`src/rtl/sar_pll_pkg.sv`:
```
// Shared types for the successive-approximation phase estimator.
package sar_pll_pkg;
    // Measurement sequence: idle after reset, transient hold, loop running.
    typedef enum logic [1:0] {
        SEQ_IDLE = 2'd0,
        SEQ_HOLD = 2'd1,
        SEQ_RUN  = 2'd2
    } seq_state_t;
endpackage

```
`src/rtl/sar_pll_edge_det.sv`:
```
// Reference rising-crossing detector with a hysteresis arm threshold.
// Assumes: one signed sample per clock. A crossing is reported in the same
// cycle as the first non-negative sample after an arming sample (<= -HYST).
// While the loop is not running the detector is disarmed.
module sar_pll_edge_det #(
    parameter int SMP_W = 12,
    parameter int HYST  = 64
) (
    input  logic                    clk,
    input  logic                    rst_n,
    input  logic                    run,
    input  logic signed [SMP_W-1:0] ref_in,
    output logic                    ref_edge
);
    localparam int                    ARM_TH_I = -HYST;
    localparam logic signed [SMP_W-1:0] ARM_TH = ARM_TH_I[SMP_W-1:0];

    logic armed;

    assign ref_edge = run && armed && !ref_in[SMP_W-1];

    // Arm on a deep negative sample, disarm on a reported crossing.
    always_ff @(posedge clk) begin
        if (!rst_n) begin
            armed <= 1'b0;
        end else if (!run) begin
            armed <= 1'b0;
        end else if (ref_in <= ARM_TH) begin
            armed <= 1'b1;
        end else if (ref_edge) begin
            armed <= 1'b0;
        end
    end
endmodule

```
`src/rtl/sar_pll_dco.sv`:
```
// Phase accumulator oscillator with a saturating wrap counter.
// Assumes: delta is held stable by the tuner; a crossing clears both the
// accumulator and the wrap count so each period is measured from zero.
module sar_pll_dco #(
    parameter int PHASE_W = 20,
    parameter int WRAP_W  = 2
) (
    input  logic               clk,
    input  logic               rst_n,
    input  logic               run,
    input  logic               restart,
    input  logic               ref_edge,
    input  logic [PHASE_W-1:0] delta,
    output logic [PHASE_W-1:0] phase,
    output logic [WRAP_W-1:0]  wrap_cnt
);
    localparam logic [WRAP_W-1:0] WRAP_MAX = {WRAP_W{1'b1}};
    localparam logic [WRAP_W-1:0] WRAP_ONE = WRAP_W'(1);

    logic [PHASE_W:0] sum;

    assign sum = {1'b0, phase} + {1'b0, delta};

    // Advance the accumulator, clear on crossings, count wraps per period.
    always_ff @(posedge clk) begin
        if (!rst_n) begin
            phase    <= '0;
            wrap_cnt <= '0;
        end else if (!run || restart || ref_edge) begin
            phase    <= '0;
            wrap_cnt <= '0;
        end else begin
            phase <= sum[PHASE_W-1:0];
            if (sum[PHASE_W] && (wrap_cnt != WRAP_MAX)) begin
                wrap_cnt <= wrap_cnt + WRAP_ONE;
            end
        end
    end
endmodule

```
`src/rtl/sar_pll_tuner.sv`:
```
// Increment tuner: one alignment crossing, then a CODE_W-step binary search
// (MSB first) driven by a zero comparator on the wrap count, then +/-1 tracking
// from the accumulator MSB at each crossing, saturating at both window ends.
// Assumes: wrap_cnt and phase_msb reflect the period that ends at ref_edge.
module sar_pll_tuner #(
    parameter int CODE_W = 12,
    parameter int WRAP_W = 2
) (
    input  logic              clk,
    input  logic              rst_n,
    input  logic              restart,
    input  logic              run,
    input  logic              ref_edge,
    input  logic [WRAP_W-1:0] wrap_cnt,
    input  logic              phase_msb,
    output logic [CODE_W-1:0] code,
    output logic              locked
);
    localparam int                IDX_W    = $clog2(CODE_W);
    localparam logic [CODE_W-1:0] CODE_MAX = {CODE_W{1'b1}};
    localparam logic [CODE_W-1:0] CODE_ONE = CODE_W'(1);
    localparam logic [CODE_W-1:0] CODE_MID = CODE_ONE << (CODE_W - 1);
    localparam logic [IDX_W-1:0]  IDX_TOP  = IDX_W'(CODE_W - 1);
    localparam logic [IDX_W-1:0]  IDX_ONE  = IDX_W'(1);

    logic [IDX_W-1:0]  bit_idx;
    logic [IDX_W-1:0]  bit_dn;
    logic [CODE_W-1:0] trial_code;
    logic              synced;
    logic              too_fast;

    assign too_fast = (wrap_cnt != '0);
    assign bit_dn   = bit_idx - IDX_ONE;

    // Settle the bit under test and raise the next lower trial bit.
    always_comb begin
        trial_code = code;
        if (too_fast) begin
            trial_code[bit_idx] = 1'b0;
        end
        if (bit_idx != '0) begin
            trial_code[bit_dn] = 1'b1;
        end
    end

    // Search/track sequencing, one decision per reference crossing.
    always_ff @(posedge clk) begin
        if (!rst_n || restart) begin
            code    <= CODE_MID;
            bit_idx <= IDX_TOP;
            synced  <= 1'b0;
            locked  <= 1'b0;
        end else if (run && ref_edge) begin
            if (!synced) begin
                synced <= 1'b1;
            end else if (!locked) begin
                code <= trial_code;
                if (bit_idx == '0) begin
                    locked <= 1'b1;
                end else begin
                    bit_idx <= bit_dn;
                end
            end else if (phase_msb) begin
                if (code != CODE_MAX) begin
                    code <= code + CODE_ONE;
                end
            end else if (code != '0) begin
                code <= code - CODE_ONE;
            end
        end
    end
endmodule

```
`src/rtl/sar_pll_seq.sv`:
```
// Measurement sequencer: transient hold timer gating the loop, and a capture
// timer that snapshots the phase and pulses done once per start.
// Assumes: start is a single-cycle pulse; a new start restarts both timers.
module sar_pll_seq #(
    parameter int PHASE_W = 20,
    parameter int HOLD_W  = 16,
    parameter int CAP_W   = 16
) (
    input  logic               clk,
    input  logic               rst_n,
    input  logic               start,
    input  logic [HOLD_W-1:0]  hold_len,
    input  logic [CAP_W-1:0]   cap_len,
    input  logic [PHASE_W-1:0] phase,
    output logic               loop_run,
    output logic [PHASE_W-1:0] cap_phase,
    output logic               done
);
    import sar_pll_pkg::*;

    localparam logic [HOLD_W-1:0] HOLD_ONE = HOLD_W'(1);
    localparam logic [CAP_W-1:0]  CAP_ONE  = CAP_W'(1);

    seq_state_t        state;
    logic [HOLD_W-1:0] hold_cnt;
    logic [CAP_W-1:0]  cap_cnt;
    logic              cap_run;

    assign loop_run = (state == SEQ_RUN);

    // Hold timer: keep the loop idle for hold_len+1 edges after start.
    always_ff @(posedge clk) begin
        if (!rst_n) begin
            state    <= SEQ_IDLE;
            hold_cnt <= '0;
        end else if (start) begin
            state    <= SEQ_HOLD;
            hold_cnt <= hold_len;
        end else if (state == SEQ_HOLD) begin
            if (hold_cnt == '0) begin
                state <= SEQ_RUN;
            end else begin
                hold_cnt <= hold_cnt - HOLD_ONE;
            end
        end
    end

    // Capture timer: snapshot phase and strobe done at the cap_len-th edge.
    always_ff @(posedge clk) begin
        if (!rst_n) begin
            cap_cnt   <= '0;
            cap_run   <= 1'b0;
            cap_phase <= '0;
            done      <= 1'b0;
        end else if (start) begin
            cap_cnt <= cap_len;
            cap_run <= 1'b1;
            done    <= 1'b0;
        end else if (cap_run && (cap_cnt <= CAP_ONE)) begin
            cap_phase <= phase;
            cap_run   <= 1'b0;
            done      <= 1'b1;
        end else begin
            done <= 1'b0;
            if (cap_run) begin
                cap_cnt <= cap_cnt - CAP_ONE;
            end
        end
    end
endmodule

```
`src/rtl/sar_pll_phase_est.sv`:
```
// Top: beat-frequency phase estimator. Joins the sequencer, the crossing
// detector, the accumulator oscillator and the increment tuner.
// Assumes: the reference is already band-limited around the beat tone.
module sar_pll_phase_est #(
    parameter int PHASE_W = 20,
    parameter int CODE_W  = 12,
    parameter int SMP_W   = 12,
    parameter int HYST    = 64,
    parameter int HOLD_W  = 16,
    parameter int CAP_W   = 16
) (
    input  logic                    clk,
    input  logic                    rst_n,
    input  logic                    start,
    input  logic signed [SMP_W-1:0] ref_in,
    input  logic [HOLD_W-1:0]       hold_len,
    input  logic [CAP_W-1:0]        cap_len,
    output logic [PHASE_W-1:0]      phase,
    output logic                    locked,
    output logic [PHASE_W-1:0]      cap_phase,
    output logic                    done
);
    localparam int WRAP_W = 2;

    logic               loop_run;
    logic               ref_edge;
    logic [WRAP_W-1:0]  wrap_cnt;
    logic [CODE_W-1:0]  code;
    logic [PHASE_W-1:0] delta;

    assign delta = {{(PHASE_W - CODE_W){1'b0}}, code};

    sar_pll_seq #(.PHASE_W(PHASE_W), .HOLD_W(HOLD_W), .CAP_W(CAP_W)) u_seq (
        .clk(clk), .rst_n(rst_n), .start(start), .hold_len(hold_len),
        .cap_len(cap_len), .phase(phase), .loop_run(loop_run),
        .cap_phase(cap_phase), .done(done)
    );

    sar_pll_edge_det #(.SMP_W(SMP_W), .HYST(HYST)) u_edge (
        .clk(clk), .rst_n(rst_n), .run(loop_run), .ref_in(ref_in),
        .ref_edge(ref_edge)
    );

    sar_pll_dco #(.PHASE_W(PHASE_W), .WRAP_W(WRAP_W)) u_dco (
        .clk(clk), .rst_n(rst_n), .run(loop_run), .restart(start),
        .ref_edge(ref_edge), .delta(delta), .phase(phase), .wrap_cnt(wrap_cnt)
    );

    sar_pll_tuner #(.CODE_W(CODE_W), .WRAP_W(WRAP_W)) u_tune (
        .clk(clk), .rst_n(rst_n), .restart(start), .run(loop_run),
        .ref_edge(ref_edge), .wrap_cnt(wrap_cnt), .phase_msb(phase[PHASE_W-1]),
        .code(code), .locked(locked)
    );
endmodule

```
`config.mk`:
```
export PLATFORM = sky130hd
export DESIGN_NAME = sar_pll_phase_est
export DESIGN_NICKNAME = d
export VERILOG_FILES = /design/src/rtl/sar_pll_pkg.sv /design/src/rtl/sar_pll_edge_det.sv /design/src/rtl/sar_pll_dco.sv /design/src/rtl/sar_pll_tuner.sv /design/src/rtl/sar_pll_seq.sv /design/src/rtl/sar_pll_phase_est.sv
export SDC_FILE = /design/constraint.sdc
export NUM_CORES = 1
export LEC_CHECK = 0
export ABC_CLOCK_PERIOD_IN_PS = 2100
export BUFFER_PORTS_ARGS = -buffer_cell sky130_fd_sc_hd__buf_2
export CORE_MARGIN = 2
export CORE_UTILIZATION = 45
export DETAILED_ROUTE_END_ITERATION = 12
export GPL_TIMING_DRIVEN = 0
export PLACE_DENSITY = 0.71
export SLEW_MARGIN = 20
export SYNTH_ARGS = -nofsm -noshare
export SYNTH_HDL_FRONTEND = slang
export SYNTH_SLANG_ARGS = --single-unit
```
`constraint.sdc`:
```
create_clock -name clk -period 2.1 [get_ports clk]
set_input_delay 0 -clock clk [delete_from_list [all_inputs] [get_ports clk]]
set_output_delay 0 -clock clk [all_outputs]
set_load 0.02 [all_outputs]
```
==> metrics.txt <==
Unique masters post-synth=78; CTS root buf=clkbuf_16; Post-Syn Nets=791; Pleak=3.09 nW; drt drc=0; dominant cells by area after synthesis=dfxtp_1 (33%), ha_1 (6.8%), nand2_1 (5.8%); worst hold path type=input pin to register; Initial DRC Count=461; Max IR drop VDD=0.000390 V; Setup crit start kind=register; # nets final=948; dpl hpwl=11.8 mm; PD cells=531 mW/mm2; drt pass-1 iters=5; fraction of layout cells with a size suffix above 1=28.6%; status=finished, violations left; Routability Congestion=0.890; first-pass GRT wire length=27.4 mm; post-route ant nets=0; Avg Inst Size Synth=8.32 um2; RR Startpoint=u_dco.phase[19]; total grt overflow=0; top_reg_cell synth=dfxtp_1; Placed Instances=971; WS Path Type=register to register; number of synthesized flops with an enable pin=0; slowest stage delay, CP=0.37 ns; Cell Area, Synth=0.00591 mm2; worst hold path endpoint=u_seq.cap_cnt[8]; final worst path period need=2.29 ns; Worst slew margin=60.0%; CTS tree=done; R2R depth=10; Max Cap Violations=0; largest net degree at the start of global routing=18; starting density of the core=46.4%; Ys Warns=0; count of final setup violators=14; Worst Hold Path Cells=3; Seq cells post-synth=97; clock sinks=97; CTS max path bufs=2; most frequent cells in the layout=buf_2 (90), nand2_1 (89), dfxtp_1 (85), a21oi_1 (60), o21ai_0 (48); CP max FO=7; post-synthesis async set-or-reset flop share=0%; Non-Filler Instances=1,044; critical path's slowest cell=dfxtp_4; Syn-to-layout area delta=31.9%; width of the die=119 um; FF-to-FF End=u_tune.code[7]; Inserted Clock Buffers=9; area of the core=0.0127 mm2; Tightest Pin Transition=0.598 ns; area of the die=0.0141 mm2; most common cell after layout, fill and taps aside=buf_2; CP Cell Sequence=clkinvlp_4, buf_12, ha_4, a21o_1, a31o_4, a211oi_4, buf_4, xnor2_2, a221oi_2, nor2_1; Data required, critical path=2.31 ns; Buffers on Ports=88; sequential area share after synthesis=32.9%; Worst-Skew Late Latency=0.36 ns; DR vias/cell=5.84; Tcrit/Tclk final=109%; # IOs=89; max-slew violations=0; initial antenna violation count=0; Setup crit end kind=register; failing checks=setup timing; area share of the largest cell type after synthesis=32.9%; delay-heaviest family, CP=compound AO/OA/AOI/OAI gates; R2R setup slack=-0.19 ns; Synth Instances=710; Vias=6,099; RSZ-0062 raised after global routing=yes; chip height=119 um; vias in the first global route=5,800; worst hold margin=0.0163 ns; crit path DAT=2.50 ns; routed len/inst=16.6 um; cell taking the most area after synthesis=dfxtp_1; final hold vios=0; GR Util All Layers=23.7%; Inserted Diodes=0; Reg clk slew, reported paths=0.07 ns; Worst Skew=0.0103 ns; crit path buf inv count=3; Post-Route WL=17.3 mm; slack of the critical path=-0.191 ns; row count=41; min-delay src=cap_len[8]; H-tree depth=3; fmax=437 MHz
how the worst max path moves through the flow:
stage                         start              end  slack, ns  cells after the start
finish              u_dco.phase[19]   u_tune.code[7]      -0.19                     10
global route        u_dco.phase[19]   u_tune.code[7]      -0.21                     10
CTS                 u_dco.phase[19]   u_tune.code[8]      -0.22                     10
detailed placement  u_dco.phase[19]  u_tune.code[11]      -0.46                      9
global placement    u_dco.phase[19]   u_tune.code[8]      -0.40                      9
floorplan           u_dco.phase[19]  u_tune.code[11]      -0.12                      9
metal layers:
| metal | track usage [%] | wire length, um | vias up | part of all wire [%] |
|---|---|---|---|---|
| met5 | 0 | 0 | - | 0 |
| met4 | 10.1 | 415 | 0 | 2.4 |
| met3 | 3.57 | 1020 | 40 | 5.9 |
| met2 | 41.6 | 8600 | 267 | 50 |
| met1 | 28.7 | 7240 | 2894 | 42 |
| li1 | - | - | 2898 | - |
tightest hold or removal path: stages:
cell,delay (ns)
buf_2,0.07
o21ai_0,0.05
o21ba_2,0.22
what timing repair did:
action / CTS / global route
gates resized for setup: 20 / 61
hold endpoints to repair: 30 / 0
pin swaps: 25 / 40
cloned: 2 / 0
hold buffers: 31 / 0
setup endpoints to repair: 29 / 46
buffers inserted: 16 / 9
power by group:
group          internal (mW)  total, mW  switching (mW)
registers               1.89       1.96          0.0716
clock network          0.971       1.74           0.772
logic                  0.221      0.436           0.215
cells in the mapped netlist (10+ instances only):
master / instances
ha_1: 32
xnor2_1: 26
a21boi_2: 19
nor2_1: 48
o21ai_0: 58
clkbuf_1: 22
xor2_1: 17
inv_1: 16
nand4_1: 10
and3_1: 12
a21oi_1: 66
dfxtp_1: 97
nand2_1: 91
nand3_1: 15
a21o_1: 14
state kept, by name, indices dropped and copies added, names as in the netlist, 2 cells and up:
name	count
u_seq.cap_cnt	16
u_tune.bit_idx	4
u_seq.state	2
u_dco.wrap_cnt	2
u_seq.cap_phase	20
u_dco.phase	20
u_seq.hold_cnt	16
u_tune.code	12
logic make-up (layout without fill, tap and decap cells):
logic type      Yosys count  after routing  synth area share [%]
fa+ha+maj                34             34                  7.45
buf+inv                  47            208                  3.54
xor+xnor                 43             43                  6.37
compound gates          225            226                  25.3
flops                    97             97                  32.9
simple gates            261            261                  23.9
mux                       3              3                 0.508
stage by stage:
| step | setup slack, ns | power [mW] | util (%) | cell area, um2 | TNS, ns |
|---|---|---|---|---|---|
| global placement | -0.401 | 2.33 | 52.4 | 6670 | -4.47 |
| detailed placement | -0.462 | 2.34 | 52.5 | 6680 | -5.54 |
| global route | -0.209 | 4.28 | 61.3 | 7790 | -2.45 |
| floorplan | -0.125 | 2.23 | - | 6010 | -0.456 |
| finish | -0.191 | 4.14 | 61.3 | 7790 | -0.637 |
| CTS | -0.218 | 4.11 | 59.1 | 7520 | -1.31 |
layout make-up:
| type | count | area, um2 |
|---|---|---|
| well taps | 172 | 215 |
| plain buffers | 30 | 151 |
| multi-input cells | 567 | 4110 |
| clock buffers | 10 | 239 |
| flip-flops and latches | 97 | 1970 |
| repair buffers | 146 | 971 |
| clock inverters | 6 | 71.3 |
| inverters | 16 | 63.8 |
| fillers | 1150 | 4930 |
(Power assumes the default switching activity.)
